### src/rtl/tower_sbox_pkg.sv
package tower_sbox_pkg;

  localparam int S1W = 8;
  localparam int S2W = 12;
  localparam int S3W = 12;
  localparam int S4W = 8;
  localparam int S5W = 8;
  localparam int NSTAGE = 5;
  localparam int S1OFF = 0;
  localparam int S2OFF = S1OFF + S1W;
  localparam int S3OFF = S2OFF + S2W;
  localparam int S4OFF = S3OFF + S3W;
  localparam int S5OFF = S4OFF + S4W;
  localparam int MASKW = S5OFF + S5W;
  localparam logic [7:0] AFFINE_C = 8'h63;

  typedef struct packed {
    logic [NSTAGE-1:0] predicted;
    logic [NSTAGE-1:0] actual;
  } stageChk_t;

  // GF(4), polynomial basis, x^2 = x + 1
  function automatic logic [1:0] gf4Mul(input logic [1:0] a, input logic [1:0] b);
    logic t;
    t = a[1] & b[1];
    return {t ^ (a[1] & b[0]) ^ (a[0] & b[1]), t ^ (a[0] & b[0])};
  endfunction

  // GF(16) over GF(4), y^2 = y + phi
  function automatic logic [3:0] gf16Mul(input logic [3:0] a, input logic [3:0] b,
                                         input logic [1:0] phi);
    logic [1:0] hh;
    hh = gf4Mul(a[3:2], b[3:2]);
    return {hh ^ gf4Mul(a[3:2], b[1:0]) ^ gf4Mul(a[1:0], b[3:2]),
            gf4Mul(hh, phi) ^ gf4Mul(a[1:0], b[1:0])};
  endfunction

  // GF(256) over GF(16), z^2 = z + lambda
  function automatic logic [7:0] gf256Mul(input logic [7:0] a, input logic [7:0] b,
                                          input logic [3:0] lam, input logic [1:0] phi);
    logic [3:0] hh;
    hh = gf16Mul(a[7:4], b[7:4], phi);
    return {hh ^ gf16Mul(a[7:4], b[3:0], phi) ^ gf16Mul(a[3:0], b[7:4], phi),
            gf16Mul(hh, lam, phi) ^ gf16Mul(a[3:0], b[3:0], phi)};
  endfunction

  // inverse through the GF(4) norm; zero maps to zero
  function automatic logic [3:0] gf16Inv(input logic [3:0] d, input logic [1:0] phi);
    logic [1:0] nrm, ni;
    nrm = gf4Mul(gf4Mul(d[3:2], d[3:2]), phi) ^ gf4Mul(d[3:2], d[1:0]) ^ gf4Mul(d[1:0], d[1:0]);
    ni  = gf4Mul(nrm, nrm);
    return {gf4Mul(d[3:2], ni), gf4Mul(d[3:2] ^ d[1:0], ni)};
  endfunction

  // d^14, used as an independent route to the inverse
  function automatic logic [3:0] gf16Pow14(input logic [3:0] d, input logic [1:0] phi);
    logic [3:0] p2, p4, p8;
    p2 = gf16Mul(d, d, phi);
    p4 = gf16Mul(p2, p2, phi);
    p8 = gf16Mul(p4, p4, phi);
    return gf16Mul(gf16Mul(p2, p4, phi), p8, phi);
  endfunction

  function automatic logic [1:0] findPhi();
    for (int p = 3; p >= 1; p--) begin
      logic hit;
      hit = 1'b0;
      for (int y = 0; y < 4; y++)
        if ((gf4Mul(2'(y), 2'(y)) ^ 2'(y)) == 2'(p)) hit = 1'b1;
      if (!hit) return 2'(p);
    end
    return 2'd2;
  endfunction

  function automatic logic [3:0] findLambda(input logic [1:0] phi);
    for (int l = 15; l >= 1; l--) begin
      logic hit;
      hit = 1'b0;
      for (int y = 0; y < 16; y++)
        if ((gf16Mul(4'(y), 4'(y), phi) ^ 4'(y)) == 4'(l)) hit = 1'b1;
      if (!hit) return 4'(l);
    end
    return 4'd12;
  endfunction

  // an element of the tower field that is a root of x^8+x^4+x^3+x+1
  function automatic logic [7:0] findRoot(input logic [3:0] lam, input logic [1:0] phi);
    for (int g = 2; g < 256; g++) begin
      logic [7:0] pw, acc;
      pw  = 8'd1;
      acc = 8'd0;
      for (int k = 0; k <= 8; k++) begin
        if (k == 0 || k == 1 || k == 3 || k == 4 || k == 8) acc ^= pw;
        pw = gf256Mul(pw, 8'(g), lam, phi);
      end
      if (acc == 8'd0) return 8'(g);
    end
    return 8'd0;
  endfunction

  function automatic logic [7:0] matVec(input logic [63:0] cols, input logic [7:0] v);
    logic [7:0] r;
    r = 8'd0;
    for (int j = 0; j < 8; j++)
      if (v[j]) r ^= cols[8*j +: 8];
    return r;
  endfunction

  function automatic logic [63:0] buildFwd(input logic [7:0] g, input logic [3:0] lam,
                                           input logic [1:0] phi);
    logic [63:0] c;
    logic [7:0] pw;
    pw = 8'd1;
    for (int i = 0; i < 8; i++) begin
      c[8*i +: 8] = pw;
      pw = gf256Mul(pw, g, lam, phi);
    end
    return c;
  endfunction

  function automatic logic [7:0] affineLin(input logic [7:0] b);
    return b ^ {b[6:0], b[7]} ^ {b[5:0], b[7:6]} ^ {b[4:0], b[7:5]} ^ {b[3:0], b[7:4]};
  endfunction

  // reverse basis change folded with the linear part of the affine step
  function automatic logic [63:0] buildBack(input logic [63:0] fwd);
    logic [63:0] c;
    c = 64'd0;
    for (int j = 0; j < 8; j++)
      for (int b = 0; b < 256; b++)
        if (matVec(fwd, 8'(b)) == (8'd1 << j)) c[8*j +: 8] = affineLin(8'(b));
    return c;
  endfunction

  function automatic logic [7:0] colParity(input logic [63:0] cols);
    logic [7:0] m;
    for (int j = 0; j < 8; j++) m[j] = ^cols[8*j +: 8];
    return m;
  endfunction

  localparam logic [1:0]  PHI      = findPhi();
  localparam logic [3:0]  LAMBDA   = findLambda(PHI);
  localparam logic [7:0]  ROOT     = findRoot(LAMBDA, PHI);
  localparam logic [63:0] FWD_COLS = buildFwd(ROOT, LAMBDA, PHI);
  localparam logic [63:0] BCK_COLS = buildBack(FWD_COLS);
  localparam logic [7:0]  FWD_PAR  = colParity(FWD_COLS);
  localparam logic [7:0]  BCK_PAR  = colParity(BCK_COLS);

endpackage

### src/rtl/tower_sbox_path.sv
module tower_sbox_path
  import tower_sbox_pkg::*;
(
  input  logic [7:0]       dataIn,
  input  logic [MASKW-1:0] faultMask,
  output logic [7:0]       subComb,
  output stageChk_t        stageChk
);

  logic [S1W-1:0] s1;
  logic [S2W-1:0] s2;
  logic [S3W-1:0] s3;
  logic [S4W-1:0] s4;
  logic [S5W-1:0] s5;
  logic [3:0] ah1, al1, nrm, inv3, ah3, al3;

  // stage 1: forward basis change
  always_comb begin
    s1  = matVec(FWD_COLS, dataIn) ^ faultMask[S1OFF +: S1W];
    ah1 = s1[7:4];
    al1 = s1[3:0];
  end

  // stage 2: norm, halves forwarded
  always_comb begin
    nrm = gf16Mul(gf16Mul(ah1, ah1, PHI), LAMBDA, PHI) ^ gf16Mul(ah1 ^ al1, al1, PHI);
    s2  = {nrm, ah1, al1} ^ faultMask[S2OFF +: S2W];
  end

  // stage 3: GF(16) inversion, halves forwarded
  always_comb begin
    inv3 = gf16Inv(s2[11:8], PHI);
    s3   = {inv3, s2[7:0]} ^ faultMask[S3OFF +: S3W];
    ah3  = s3[7:4];
    al3  = s3[3:0];
  end

  // stage 4: back-multiply
  always_comb
    s4 = {gf16Mul(ah3, s3[11:8], PHI), gf16Mul(ah3 ^ al3, s3[11:8], PHI)}
         ^ faultMask[S4OFF +: S4W];

  // stage 5: reverse basis change with affine step
  always_comb
    s5 = matVec(BCK_COLS, s4) ^ AFFINE_C ^ faultMask[S5OFF +: S5W];

  assign subComb = s5;

  // prediction units: parity from each stage's inputs by a separate route
  always_comb begin
    stageChk.predicted[0] = ^(dataIn & FWD_PAR);
    stageChk.predicted[1] = ^(gf16Mul(LAMBDA, gf16Mul(ah1, ah1, PHI), PHI)
                              ^ gf16Mul(ah1, al1, PHI) ^ gf16Mul(al1, al1, PHI)) ^ (^s1);
    stageChk.predicted[2] = ^gf16Pow14(s2[11:8], PHI) ^ (^s2[7:0]);
    stageChk.predicted[3] = ^gf16Mul(al3, s3[11:8], PHI);
    stageChk.predicted[4] = ^(s4 & BCK_PAR) ^ (^AFFINE_C);
  end

  // calculation units: parity over each stage's result
  always_comb begin
    stageChk.actual[0] = ^s1;
    stageChk.actual[1] = ^s2;
    stageChk.actual[2] = ^s3;
    stageChk.actual[3] = ^s4;
    stageChk.actual[4] = ^s5;
  end

endmodule

### src/rtl/tower_sbox_guard.sv
module tower_sbox_guard
  import tower_sbox_pkg::*;
#(
  parameter bit REG_OUT = 1'b1
) (
  input  logic       clk,
  input  logic       rstN,
  input  logic [7:0] subComb,
  input  stageChk_t  stageChk,
  output logic [7:0] subOut,
  output logic       errFlag
);

  logic alarm;

  assign alarm = |(stageChk.predicted ^ stageChk.actual);

  generate
    if (REG_OUT) begin : g_reg
      always_ff @(posedge clk or negedge rstN) begin
        if (!rstN) begin
          subOut  <= 8'h00;
          errFlag <= 1'b0;
        end else begin
          subOut  <= subComb;
          errFlag <= alarm;
        end
      end
    end else begin : g_comb
      assign subOut  = subComb;
      assign errFlag = alarm;
    end
  endgenerate

endmodule

### src/rtl/tower_sbox_guarded.sv
module tower_sbox_guarded
  import tower_sbox_pkg::*;
#(
  parameter bit REG_OUT = 1'b1
) (
  input  logic             clk,
  input  logic             rstN,
  input  logic [7:0]       dataIn,
  input  logic [MASKW-1:0] faultMask,
  output logic [7:0]       subOut,
  output logic             errFlag
);

  logic [7:0] subComb;
  stageChk_t  stageChk;

  tower_sbox_path i_path (
    .dataIn    (dataIn),
    .faultMask (faultMask),
    .subComb   (subComb),
    .stageChk  (stageChk)
  );

  tower_sbox_guard #(.REG_OUT(REG_OUT)) i_guard (
    .clk      (clk),
    .rstN     (rstN),
    .subComb  (subComb),
    .stageChk (stageChk),
    .subOut   (subOut),
    .errFlag  (errFlag)
  );

endmodule

### config.mk
export PLATFORM = sky130hd
export DESIGN_NAME = tower_sbox_guarded
export DESIGN_NICKNAME = d
export VERILOG_FILES = /design/src/rtl/tower_sbox_pkg.sv /design/src/rtl/tower_sbox_path.sv /design/src/rtl/tower_sbox_guard.sv /design/src/rtl/tower_sbox_guarded.sv
export SDC_FILE = /design/constraint.sdc
export NUM_CORES = 1
export LEC_CHECK = 0
export BUFFER_PORTS_ARGS = -buffer_cell sky130_fd_sc_hd__buf_2
export CAP_MARGIN = 0
export CORE_ASPECT_RATIO = 1.25
export CORE_MARGIN = 2
export CORE_UTILIZATION = 50
export CTS_CLUSTER_SIZE = 20
export DETAILED_ROUTE_END_ITERATION = 12
export PLACE_DENSITY_LB_ADDON = 0.25
export SYNTH_ARGS = -nofsm -noshare
export SYNTH_HDL_FRONTEND = slang
export SYNTH_SLANG_ARGS = --single-unit
### constraint.sdc
create_clock -name clk -period 0.8 [get_ports clk]
set_input_delay 0 -clock clk [delete_from_list [all_inputs] [get_ports clk]]
set_output_delay 0 -clock clk [all_outputs]
set_load 0.005 [all_outputs]
=== Word level (Yosys, flattened, before mapping) ===
Cells that the tools add are included.

* Muxes and demuxes: 16
* Bitwise operators: 390
* Reduce and logical (&&, ||, !) cells: 12

{| class="wikitable"
|+ Operators with widths
! kind !! count
|-
| 1-bit bitwise XOR || 168
|-
| 1-bit bitwise AND || 151
|-
| 2-bit bitwise XOR || 45
|-
| 8-bit XOR reduction || 6
|-
| 8-bit two-way mux || 5
|-
| 7-bit two-way mux || 5
|-
| 12-bit XOR reduction || 2
|-
| 12-bit bitwise XOR || 2
|-
| 8-bit bitwise XOR || 3
|-
| 4-bit bitwise XOR || 5
|-
| 6-bit two-way mux || 3
|-
| 3-bit inverter || 4
|-
| 4-bit inverter || 3
|-
| 4-bit XOR reduction || 3
|-
| 5-bit inverter || 2
|-
| 6-bit inverter || 1
|-
| 5-bit two-way mux || 1
|-
| 5-bit OR reduction || 1
|-
| 5-bit bitwise XOR || 1
|-
| 2-bit inverter || 2
|-
| 2-bit inverter with 4-bit output || 1
|-
| 3-bit inverter with 4-bit output || 1
|-
| 3-bit two-way mux || 1
|-
| 1-bit inverter with 2-bit output, first input constant || 1
|-
| 1-bit two-way mux || 1
|}

* Bits in registers: 9
* Bits of input ports: 58
* Output and inout bits: 9

=== Depth between registers and ports, before layout ===
Gate-level depths: netlist (run 1).

* Depth after elaboration: 65
* Depth in mapped cells: 30
* Depth with buffers taken out: 27

=== Modules after synthesis ===
From an unflattened synthesis (run 1), not the netlist that was laid out.

* Cells, all modules: 372
* Area, all modules: 3407.0 um2

{| class="wikitable"
|+ Modules (own cells, without submodules)
! module !! times used !! cells an instance !! area each (um2) !! sequential area each (um2)
|-
| tower_sbox_path || 1 || 356 || 3128.0 || 0.0
|-
| tower_sbox_guard || 1 || 16 || 279.0 || 225.2
|}

=== Worst setup path before layout (run 1) ===
No wires, ideal clock.

* Path kind: input-to-reg
* Start: in dataIn[2]
* End: reg i_guard.errFlag
* Setup time: 138 ps
* Data arrival time: 6752 ps
* Data required time: 662 ps
* Setup slack: -6091 ps
* Stages: 29
* Path through: buf_2 > xnor2_2 > xnor2_1 > xnor2_1 > inv_1 > ha_1 > xor2_1 > xnor2_1 > xnor2_1 > xnor3_2 > xor2_4 > inv_2 > ha_1 > clkbuf_1 > xnor2_1 > xnor2_1 > xor3_1 > xnor2_1 > xnor2_2 > xnor3_1 > a211oi_2 > nor2_4 > mux2i_1 > xnor2_2 > xnor3_1 > xnor3_2 > xnor3_1 > nor3_1 > o2111ai_1

* Cells in the longest elaborated chain, start to end: 58
* Elaborated cells on any way between the ends: 412
* Those cells by class: 14 x mux; 387 x bitwise; 11 x reduce/logical

{| class="wikitable"
|+ RTL lines
! what !! RTL line !! RTL
|-
| start, declared || tower_sbox_guarded.sv:8 || <nowiki>input logic [7:0] dataIn,</nowiki>
|-
| 7-bit two-way mux * || tower_sbox_pkg.sv:105 || <nowiki>if (v[j]) r ^= cols[8*j +: 8];</nowiki>
|-
| 4-bit inverter (no line) || - ||
|-
| 7-bit two-way mux * || tower_sbox_pkg.sv:105 ||
|-
| 3-bit inverter (no line) || - ||
|-
| 7-bit two-way mux * || tower_sbox_pkg.sv:105 ||
|-
| 3-bit inverter with 4-bit output (no line) || - ||
|-
| 8-bit two-way mux * || tower_sbox_pkg.sv:105 ||
|-
| 4-bit inverter (no line) || - ||
|-
| [... 43 more ...] || - ||
|-
| 2-bit inverter (no line) || - ||
|-
| 6-bit two-way mux || tower_sbox_pkg.sv:105 ||
|-
| 4-bit inverter (no line) || - ||
|-
| 8-bit bitwise XOR || tower_sbox_path.sv:45 || <nowiki>s5 = matVec(BCK_COLS, s4) ^ AFFINE_C ^ faultMask[S5OFF +: S5W];</nowiki>
|-
| 8-bit XOR reduction || tower_sbox_path.sv:65 || <nowiki>stageChk.actual[4] = ^s5;</nowiki>
|-
| 5-bit bitwise XOR * || tower_sbox_guard.sv:16 || <nowiki>assign alarm = |(stageChk.predicted ^ stageChk.actual);</nowiki>
|-
| 5-bit OR reduction * || tower_sbox_guard.sv:16 ||
|-
| net i_guard.alarm || tower_sbox_guard.sv:14 || <nowiki>logic alarm;</nowiki>
|-
| end signal, assigned || tower_sbox_guard.sv:26 || <nowiki>errFlag <= alarm;</nowiki>
|-
| end, declared || tower_sbox_guard.sv:11 || <nowiki>output logic errFlag</nowiki>
|}

The timed path passes the listed nets; every way through them passes the cells marked *.

=== Worst setup path after layout (run 1) ===
* Start: in dataIn[7]
* End: reg i_guard.errFlag

* Cells in the longest elaborated chain, start to end: 49
* Elaborated cells on any way between the ends: 389
* Those cells by class: 9 x mux; 368 x bitwise; 12 x reduce/logical

{| class="wikitable"
|+ RTL lines
! what !! RTL line !! RTL
|-
| 8-bit two-way mux || tower_sbox_pkg.sv:105 ||
|-
| 8-bit bitwise XOR || tower_sbox_path.sv:19 || <nowiki>s1 = matVec(FWD_COLS, dataIn) ^ faultMask[S1OFF +: S1W];</nowiki>
|-
| 1-bit bitwise AND (on tied branches) || tower_sbox_pkg.sv:26, tower_sbox_pkg.sv:25 ||
|-
| 1-bit bitwise XOR (2 in a row) || tower_sbox_pkg.sv:26 || <nowiki>return {t ^ (a[1] & b[0]) ^ (a[0] & b[1]), t ^ (a[0] & b[0])};</nowiki>
|-
| 2-bit bitwise XOR (2 in a row) || tower_sbox_pkg.sv:34 || <nowiki>return {hh ^ gf4Mul(a[3:2], b[1:0]) ^ gf4Mul(a[1:0], b[3:2]),</nowiki>
|-
| 1-bit bitwise XOR || tower_sbox_pkg.sv:26 ||
|-
| 2-bit bitwise XOR (2 in a row) || tower_sbox_pkg.sv:34 ||
|-
| 4-bit bitwise XOR || tower_sbox_path.sv:26 || <nowiki>nrm = gf16Mul(gf16Mul(ah1, ah1, PHI), LAMBDA, PHI) ^ gf16Mul(ah1 ^ al1, al1, PHI);</nowiki>
|-
| [... 31 more ...] || - ||
|-
| 2-bit inverter (no line) || - ||
|-
| 6-bit two-way mux || tower_sbox_pkg.sv:105 ||
|-
| 4-bit inverter (no line) || - ||
|-
| 8-bit bitwise XOR || tower_sbox_path.sv:45 ||
|-
| 8-bit XOR reduction || tower_sbox_path.sv:65 ||
|-
| 5-bit bitwise XOR * || tower_sbox_guard.sv:16 ||
|-
| 5-bit OR reduction * || tower_sbox_guard.sv:16 ||
|-
| net i_guard.alarm || tower_sbox_guard.sv:14 ||
|}

Marked as above.

==> results.py, run 1 <==
metrics = {
    "yosys": {
        "synth_xor_area_share_pct": 52.3,
        "syn_area_sq_mm": 0.00377,
        "synthCells": 455,
        "synth_compound_area_share_pct": 16.2,
        "synth_fp_nets": 524,
        "netlist.area_leader.share_pct": 25.3,
        "yosysWarnings": 0,
        "seq_area_frac_synth_pct": 5.97,
        "synthAdderAreaFrac_pct": 3.65,
        "ys.flop_type": "dfrtp_1",
        "muxShareOfSynthArea_pct": 2.12,
        "async_reset_ff_share_pct": 100,
        "yosysMostFrequentCell": "xnor2_1",
        "synth_edf_count": 0,
        "ys_types": 63,
        "synth_top_family_by_area": "XOR/XNOR gates",
        "synth_common_cells": "109 x xnor2_1, 38 x nor2_1, 35 x nand2_1",
        "yosys.area_share.simple_pct": 15.8,
        "syn_area_per_cell_sq_um": 8.29,
        "ys_ff_latch": 9,
        "synth_top_area_cell": "xnor2_1",
        "synth_area_leaders": "xnor2_1 25%, xnor3_1 8.4%, xor2_1 7.7%",
    },
    "cells_and_area": {
        "drive_gt1_share_pct": 51.3,
        "stdcell_count": 788,
        "postLayoutCellArea_sq_mm": 0.00625,
        "multi_input_area_sq_mm": 0.00397,
        "diodes": 0,
        "final_nets": 766,
        "n_fill_cell": 374,
        "regArea_sq_um": 225,
        "area_delta_synth_final_pct": 65.7,
        "post-route-util_pct": 84.9,
    },
    "grt": {
        "antenna_found_initial": 0,
        "grt_pass1_wl_um": 21000,
        "grtUsageTotal_pct": 33.1,
        "grt_overflow_total": 0,
        "grt_max_degree": 15,
        "grt_pass1_vias": 4451,
    },
    "sta": {
        "slew_violations": 0,
        "max-slew-margin-rel_pct": 62.9,
        "max_freq_mhz": 164,
        "hold_viol_final": 0,
        "setup_ws_ns": -5.30,
        "grt_setup_unrepaired": "true",
        "setup_viol": 9,
        "worst_pin_slew_ns": 0.552,
        "hold_slack_ns": 0.0544,
        "fin_crit_sh_pct": 763,
        "period_minus_slack_ns": 6.10,
    },
    "critical_path": {
        "arrival_ns": 6.25,
        "slowest_stage": "xnor3_2",
        "crit_type": "input port to register",
        "cp_common_cell": "xnor2_2",
        "required_ns": 0.95,
        "crit_fanout": 4,
        "crit_path_start": "dataIn[7]",
        "cp_num_buf_inv": 5,
        "max_stage_delay_ns": 0.46,
        "cp-end-kind": "register",
        "startpoint_type": "input port",
        "crit_family": "XOR/XNOR gates",
    },
    "routing": {
        "dr.pass1.iters": 7,
        "vias": 4534,
        "viasPerCell": 5.75,
        "routed_wl_um": 15600,
        "wl_per_cell_um": 19.8,
        "antenna_left": 0,
        "drcViolationCount": 0,
        "drtIter0Drc": 299,
    },
    "placement": {
        "numPortBuffers": 66,
        "place_inst": 756,
        "gp_congestion": 0.932,
        "placed_area_sq_mm": 0.00550,
        "dpl.hpwl_um": 9760,
    },
    "die": {
        "die_h_um": 101,
        "die_x_um": 81.7,
        "ioPinCount": 67,
        "dieArea_sq_mm": 0.00825,
        "start_util_pct": 51.2,
        "rows": 35,
        "core_sq_mm": 0.00736,
    },
    "clock_tree": {
        "clk_pin_slew_ns": 0.05,
        "clock-sinks": 9,
        "cts_buffer_depth": 2,
        "cts-buffers-inserted": 3,
        "htreeDepth": 1,
        "cts_tree": "built",
        "clockRootBuffer": "clkbuf_8",
    },
    "hold_path": {
        "min_from": "faultMask[40]",
        "hp-class": "input port to register",
    },
    "run_status": {
        "outcome": "complete, but fails checks",
        "violations": "setup timing",
    },
    "run": {
        "max_cap_viol_count": 0,
    },
}
-- worst min-delay path, delay by kind of cell --
kind,cells,cell delay [ns]
xor+xnor,1,0.05
buf+inv,2,0.21
-- logic make-up (layout without fill, tap and decap cells) --
logic type / after synthesis / after routing
buffers and inverters: 37 / 278
adders and majority gates: 11 / 11
muxes: 8 / 8
AOI/OAI and AO/OA: 92 / 92
DFF: 9 / 9
xor gates and xnor gates: 176 / 176
and+or+nand+nor: 122 / 122
-- flip-flops by register name (all words and copies together) (netlist names) --
name and count:
i_guard.errFlag 1, i_guard.subOut 8
-- routing by layer --
metal  wire (um)  global-route usage (%)  vias to the layer above
met5           0                       0                        -
met4        1160                    17.6                        0
met3         915                    4.12                       97
met2        8480                    62.7                      256
met1        5080                    34.3                     2150
li1            -                       -                     2031
-- area by class of cell --
cell class | count | area share (%)
clock buffer | 4 | 0.721
inverter | 20 | 1.20
multi-input combinational | 409 | 63.6
sequential | 9 | 3.61
tap | 92 | 1.84
timing repair buffer | 254 | 29.0
-- layout by cell type (no fill, tap or decap), drive strengths merged, types with 2 or more instances in the layout --
| cell | count |
|---|---|
| and3 | 4 |
| nand2b | 5 |
| xnor3 | 18 |
| clkbuf | 4 |
| nor2 | 39 |
| dfrtp | 9 |
| o32ai | 2 |
| o2111ai | 2 |
| inv | 20 |
| xor2 | 37 |
| xnor2 | 118 |
| o21ai | 20 |
| nand4 | 2 |
| o211a | 2 |
| o22ai | 6 |
| nand2 | 35 |
| nor3 | 9 |
| a211oi | 7 |
| nand3 | 12 |
| or3 | 2 |
| mux2i | 8 |
| buf | 253 |
| and2 | 3 |
| xor3 | 3 |
| a21oi | 24 |
| nor2b | 6 |
| o221ai | 2 |
| a31oi | 3 |
| ha | 11 |
| a22oi | 4 |
| a211o | 3 |
| o211ai | 5 |
-- repair_timing --
action,4_1_cts,5_1_grt
resized for setup,40,51
hold endpoints to repair,9,0
endpoints found under the setup margin,9,9
hold buffers,1,0
gates cloned,0,0
setup buffers,16,17
pin swaps,22,37
-- final timing paths --
path                                      to  slack [ns]  cells past startpoint
max                          i_guard.errFlag       -5.30                     28
min in group asynchronous  i_guard.subOut[6]        0.15                      2
max in group asynchronous    i_guard.errFlag        0.46                      2
min                        i_guard.subOut[0]        0.05                      3
-- metrics by stage --
step,setup WS (ns),setup TNS [ns]
finish,-5.30,-42.92
global route,-5.53,-44.59
CTS,-4.98,-41.28
detailed placement,-5.49,-45.07
global placement,-5.30,-43.74
floorplan,-5.53,-44.69
Power of run 1 is left out: the tool's default activity adds up to more than one toggle a clock period on the data nets, which glitch-free logic cannot reach.
==> inputs of run 2 (changes only) <==
--- a/config.mk
+++ b/config.mk
@@ -9,9 +9,10 @@
 export CAP_MARGIN = 0
 export CORE_ASPECT_RATIO = 1.25
 export CORE_MARGIN = 2
-export CORE_UTILIZATION = 50
+export CORE_UTILIZATION = 51
 export CTS_CLUSTER_SIZE = 20
 export DETAILED_ROUTE_END_ITERATION = 12
+export GPL_ROUTABILITY_DRIVEN = 0
 export PLACE_DENSITY_LB_ADDON = 0.25
 export SYNTH_ARGS = -nofsm -noshare
 export SYNTH_HDL_FRONTEND = slang
==> results.py, run 2 (synthesis gave the netlist of run 1 again) <==
metrics = {
    "run_status": {
        "outcome": "complete, but fails checks",
        "violations": "setup timing",
    },
    "critical_path": {
        "crit_type": "input port to register",
        "cp_num_buf_inv": 5,
        "slowest_stage": "xnor3_1",
        "crit_family": "XOR/XNOR gates",
        "crit_fanout": 5,
        "arrival_ns": 6.74,
        "cp_common_cell": "xnor2_2",
        "cp-end-kind": "register",
        "required_ns": 0.89,
        "startpoint_type": "input port",
        "max_stage_delay_ns": 0.54,
    },
    "clock_tree": {
        "cts-buffers-inserted": 3,
        "cts_buffer_depth": 2,
        "clk_pin_slew_ns": 0.05,
        "clock-sinks": 9,
        "clockRootBuffer": "clkbuf_8",
        "cts_tree": "built",
        "htreeDepth": 1,
    },
    "grt": {
        "grtUsageTotal_pct": 31.9,
        "grt_pass1_vias": 4360,
        "grt_overflow_total": 0,
        "grt_pass1_wl_um": 20300,
        "grt_max_degree": 16,
        "antenna_found_initial": 0,
    },
    "sta": {
        "max_freq_mhz": 150,
        "grt_setup_unrepaired": "true",
        "tns_ns": -46.18,
        "worst_pin_slew_ns": 0.463,
        "setup_viol": 9,
        "slew_violations": 0,
        "hold_viol_final": 0,
        "fin_crit_sh_pct": 831,
        "setup_ws_ns": -5.85,
        "max-slew-margin-rel_pct": 68.9,
        "period_minus_slack_ns": 6.65,
    },
    "die": {
        "start_util_pct": 51.9,
        "die_h_um": 100,
        "rows": 35,
        "core_sq_mm": 0.00727,
        "dieArea_sq_mm": 0.00810,
        "ioPinCount": 67,
        "die_x_um": 80.9,
    },
    "placement": {
        "numPortBuffers": 66,
        "dpl.hpwl_um": 9500,
    },
    "cells_and_area": {
        "drive_gt1_share_pct": 50.8,
        "final_common_cell": "buf_4",
        "post-route-util_pct": 85.4,
        "n_fill_cell": 374,
        "diodes": 0,
        "largest_reg_flops": 8,
        "largest-register": "i_guard.subOut",
        "final_nets": 751,
        "multi_input_area_sq_mm": 0.00403,
        "top_regs": "i_guard.subOut: 8 flops, i_guard.errFlag: 1 flops",
        "final_cell_mix": "161 x buf_4, 79 x xnor2_1, 61 x buf_2, 35 x nor2_1, 34 x nand2_1",
        "regArea_sq_um": 225,
        "area_delta_synth_final_pct": 64.8,
    },
    "routing": {
        "drtIter0Drc": 318,
        "antenna_left": 0,
        "vias": 4641,
        "wl_per_cell_um": 21.5,
        "routed_wl_um": 16600,
        "dr.pass1.iters": 7,
        "viasPerCell": 6.00,
        "drcViolationCount": 0,
    },
    "run": {
        "max_cap_viol_count": 0,
    },
    "hold_path": {
        "hp-class": "input port to register",
    },
}
[run 2: cell count changes in the layout (fill, tap and decap cells not counted), sizes merged]
cell  delta
buf     -15
[run 2: through the flow]
stage / hold slack (ns) / setup WS [ns] / cell area, sq um / cells
global placement: -0.147 / -5.29 / 5440 / 747
finish: 0.0724 / -5.85 / 6210 / 773
global route: 0.0752 / -5.90 / 6210 / 773
floorplan: -0.296 / -5.53 / 3960 / 455
detailed placement: -0.138 / -5.53 / 5440 / 747
CTS: 0.0800 / -5.12 / 5680 / 766
[run 2: area by class of cell]
type | instances | area share [%]
multi-input combinational | 409 | 64.9
timing repair buffer | 239 | 27.6
sequential | 9 | 3.63
tap | 92 | 1.85
inverter | 20 | 1.21
clock buffer | 4 | 0.725
[run 2: path summary, 6_finish.rpt]
kind,start,to,slack [ns],cells past startpoint
max in group asynchronous,rstN,i_guard.subOut[4],0.46,2
min,faultMask[40],i_guard.subOut[0],0.07,3
max,dataIn[1],i_guard.errFlag,-5.85,29
min in group asynchronous,rstN,i_guard.subOut[3],0.15,2
[run 2: timing repair]
action	4_1_cts	5_1_grt
hold buffers	1	0
resized for setup	17	83
pin swaps	11	33
endpoints found under the hold margin	9	0
setup endpoints to repair	9	9
buffers inserted	14	11
[run 2: metal layers]
layer	track usage (%)	vias to the layer above	wire length (um)
li1	-	2011	-
met1	34.1	2127	5190
met2	57.7	350	8580
met3	5.13	153	1180
met4	18.8	0	1630
met5	0	-	0
Power of run 2 is left out for the same reason.
==> inputs of run 3 (changes only) <==
--- a/config.mk
+++ b/config.mk
@@ -13,7 +13,8 @@
 export CTS_CLUSTER_SIZE = 20
 export DETAILED_ROUTE_END_ITERATION = 12
 export GPL_ROUTABILITY_DRIVEN = 0
-export PLACE_DENSITY_LB_ADDON = 0.25
+export PLACE_DENSITY = 0.85
+export RECOVER_POWER = 25
 export SYNTH_ARGS = -nofsm -noshare
 export SYNTH_HDL_FRONTEND = slang
 export SYNTH_SLANG_ARGS = --single-unit
==> constraint.sdc (replaced) <==
create_clock -name clk -period 7.6 [get_ports clk]
set_input_delay 0 -clock clk [delete_from_list [all_inputs] [get_ports clk]]
set_output_delay 0 -clock clk [all_outputs]
set_load 0.005 [all_outputs]
==> results.py, run 3 (synthesis gave the netlist of run 1 again) <==
metrics = {
    "cells_and_area": {
        "top_regs": "i_guard.subOut: 8 flops, i_guard.errFlag: 1 flops",
        "stdcell_count": 619,
        "largest_reg_flops": 8,
        "diodes": 0,
        "final_nets": 597,
        "drive_gt1_share_pct": 22.2,
        "final_common_cell": "xnor2_1",
        "post-route-util_pct": 60.1,
        "largest-register": "i_guard.subOut",
        "area_delta_synth_final_pct": 15.8,
        "final_cell_mix": "107 x xnor2_1, 65 x buf_2, 38 x nor2_1, 35 x nand2_1, 33 x xor2_1",
    },
    "critical_path": {
        "arrival_ns": 7.16,
        "crit_type": "input port to register",
        "startpoint_type": "input port",
        "crit_fanout": 8,
        "required_ns": 7.68,
        "cp-end-kind": "register",
    },
    "die": {
        "die_x_um": 80.9,
        "rows": 35,
        "ioPinCount": 67,
        "core_sq_mm": 0.00727,
        "die_h_um": 100,
        "start_util_pct": 51.9,
        "dieArea_sq_mm": 0.00810,
    },
    "routing": {
        "drcViolationCount": 0,
        "vias": 3525,
        "antenna_left": 0,
        "wl_per_cell_um": 15.0,
        "routed_wl_um": 9290,
        "drtIter0Drc": 321,
        "dr.pass1.iters": 5,
        "viasPerCell": 5.69,
    },
    "run_status": {
        "outcome": "finished, final reports clean",
    },
    "sta": {
        "worst_pin_slew_ns": 0.977,
        "fin_crit_sh_pct": 93.1,
        "period_minus_slack_ns": 7.07,
        "tns_ns": 0,
        "grt_setup_unrepaired": "false",
        "max_freq_mhz": 141,
        "setup_viol": 0,
        "hold_viol_final": 0,
        "max-slew-margin-rel_pct": 34.4,
        "slew_violations": 0,
    },
    "clock_tree": {
        "cts_tree": "built",
        "cts-buffers-inserted": 3,
        "clk_pin_slew_ns": 0.05,
        "clock-sinks": 9,
        "cts_buffer_depth": 2,
        "clockRootBuffer": "clkbuf_8",
        "htreeDepth": 1,
    },
    "grt": {
        "grtUsageTotal_pct": 22.9,
        "use_met2_pct": 43.1,
        "met3_usage_pct": 1.98,
        "grt_pass1_vias": 3398,
        "grt_overflow_total": 0,
        "busiest_layer": "met2",
        "grt_max_degree": 16,
        "grt_pass1_wl_um": 15200,
        "use_met1_pct": 27.4,
        "antenna_found_initial": 0,
    },
    "hold_path": {
        "min_path_cells": 3,
        "hp-class": "input port to register",
    },
    "placement": {
        "dpl.hpwl_um": 7530,
        "numPortBuffers": 66,
        "place_inst": 608,
    },
    "run": {
        "max_cap_viol_count": 0,
    },
}
run 3: layout make-up:
type | instances | area, sq um
inverter | 20 | 75.1
multi-input combinational | 409 | 3430
timing repair buffer | 85 | 477
tap | 92 | 115
sequential | 9 | 225
clock buffer | 4 | 45.0
fill | 637 | 2900
run 3: critical path, stage by stage:
cell and delay (ns):
buf_2 0.12, xnor2_2 0.33, xor2_4 0.17, xnor2_1 0.51, ha_1 0.37, a21oi_1 0.22, xnor3_2 0.41, xor2_4 0.35
inv_2 0.11, ha_1 0.33, xnor2_1 0.28, xnor2_1 0.18, xor3_1 0.33, xnor2_1 0.19, xnor2_2 0.28, xnor3_1 0.37
o211a_1 0.23, nor2_4 0.24, mux2i_1 0.33, xnor2_2 0.20, xnor3_1 0.39, xnor3_2 0.44, xnor3_1 0.41, nor3_1 0.17
o2111ai_1 0.17
run 3: timing repair:
action | in CTS | in global routing
endpoints found under the setup margin | 0 | 1
resized for setup | 0 | 4
hold buffers | 2 | 0
hold endpoints to repair | 10 | 0
setup buffers | 0 | 5
run 3: worst paths after layout:
kind | from | to
worst max-delay path | dataIn[5] | i_guard.errFlag
worst min-delay path | faultMask[47] | i_guard.subOut[7]
max in group asynchronous | rstN | i_guard.subOut[6]
min in group asynchronous | rstN | i_guard.subOut[5]
run 3: per-layer routing:
metal	wire (um)	share of wire (%)	vias to the layer above
met3	648	7.0	24
li1	-	-	1710
met1	3470	37	1613
met4	201	2.2	0
met5	0	0	-
met2	4960	53	178
run 3: metrics by stage:
| step | setup WS [ns] | hold slack [ns] | instance area [sq um] |
|---|---|---|---|
| after floorplan | 0.709 | -0.296 | 3770 |
| after global placement | 0.521 | -0.145 | 4230 |
| after detailed placement | 0.205 | -0.139 | 4230 |
| after CTS | 0.452 | 0.101 | 4300 |
| after global routing | 0.00710 | 0.126 | 4370 |
| final | 0.525 | 0.106 | 4370 |
Power of run 3 is left out for the same reason.
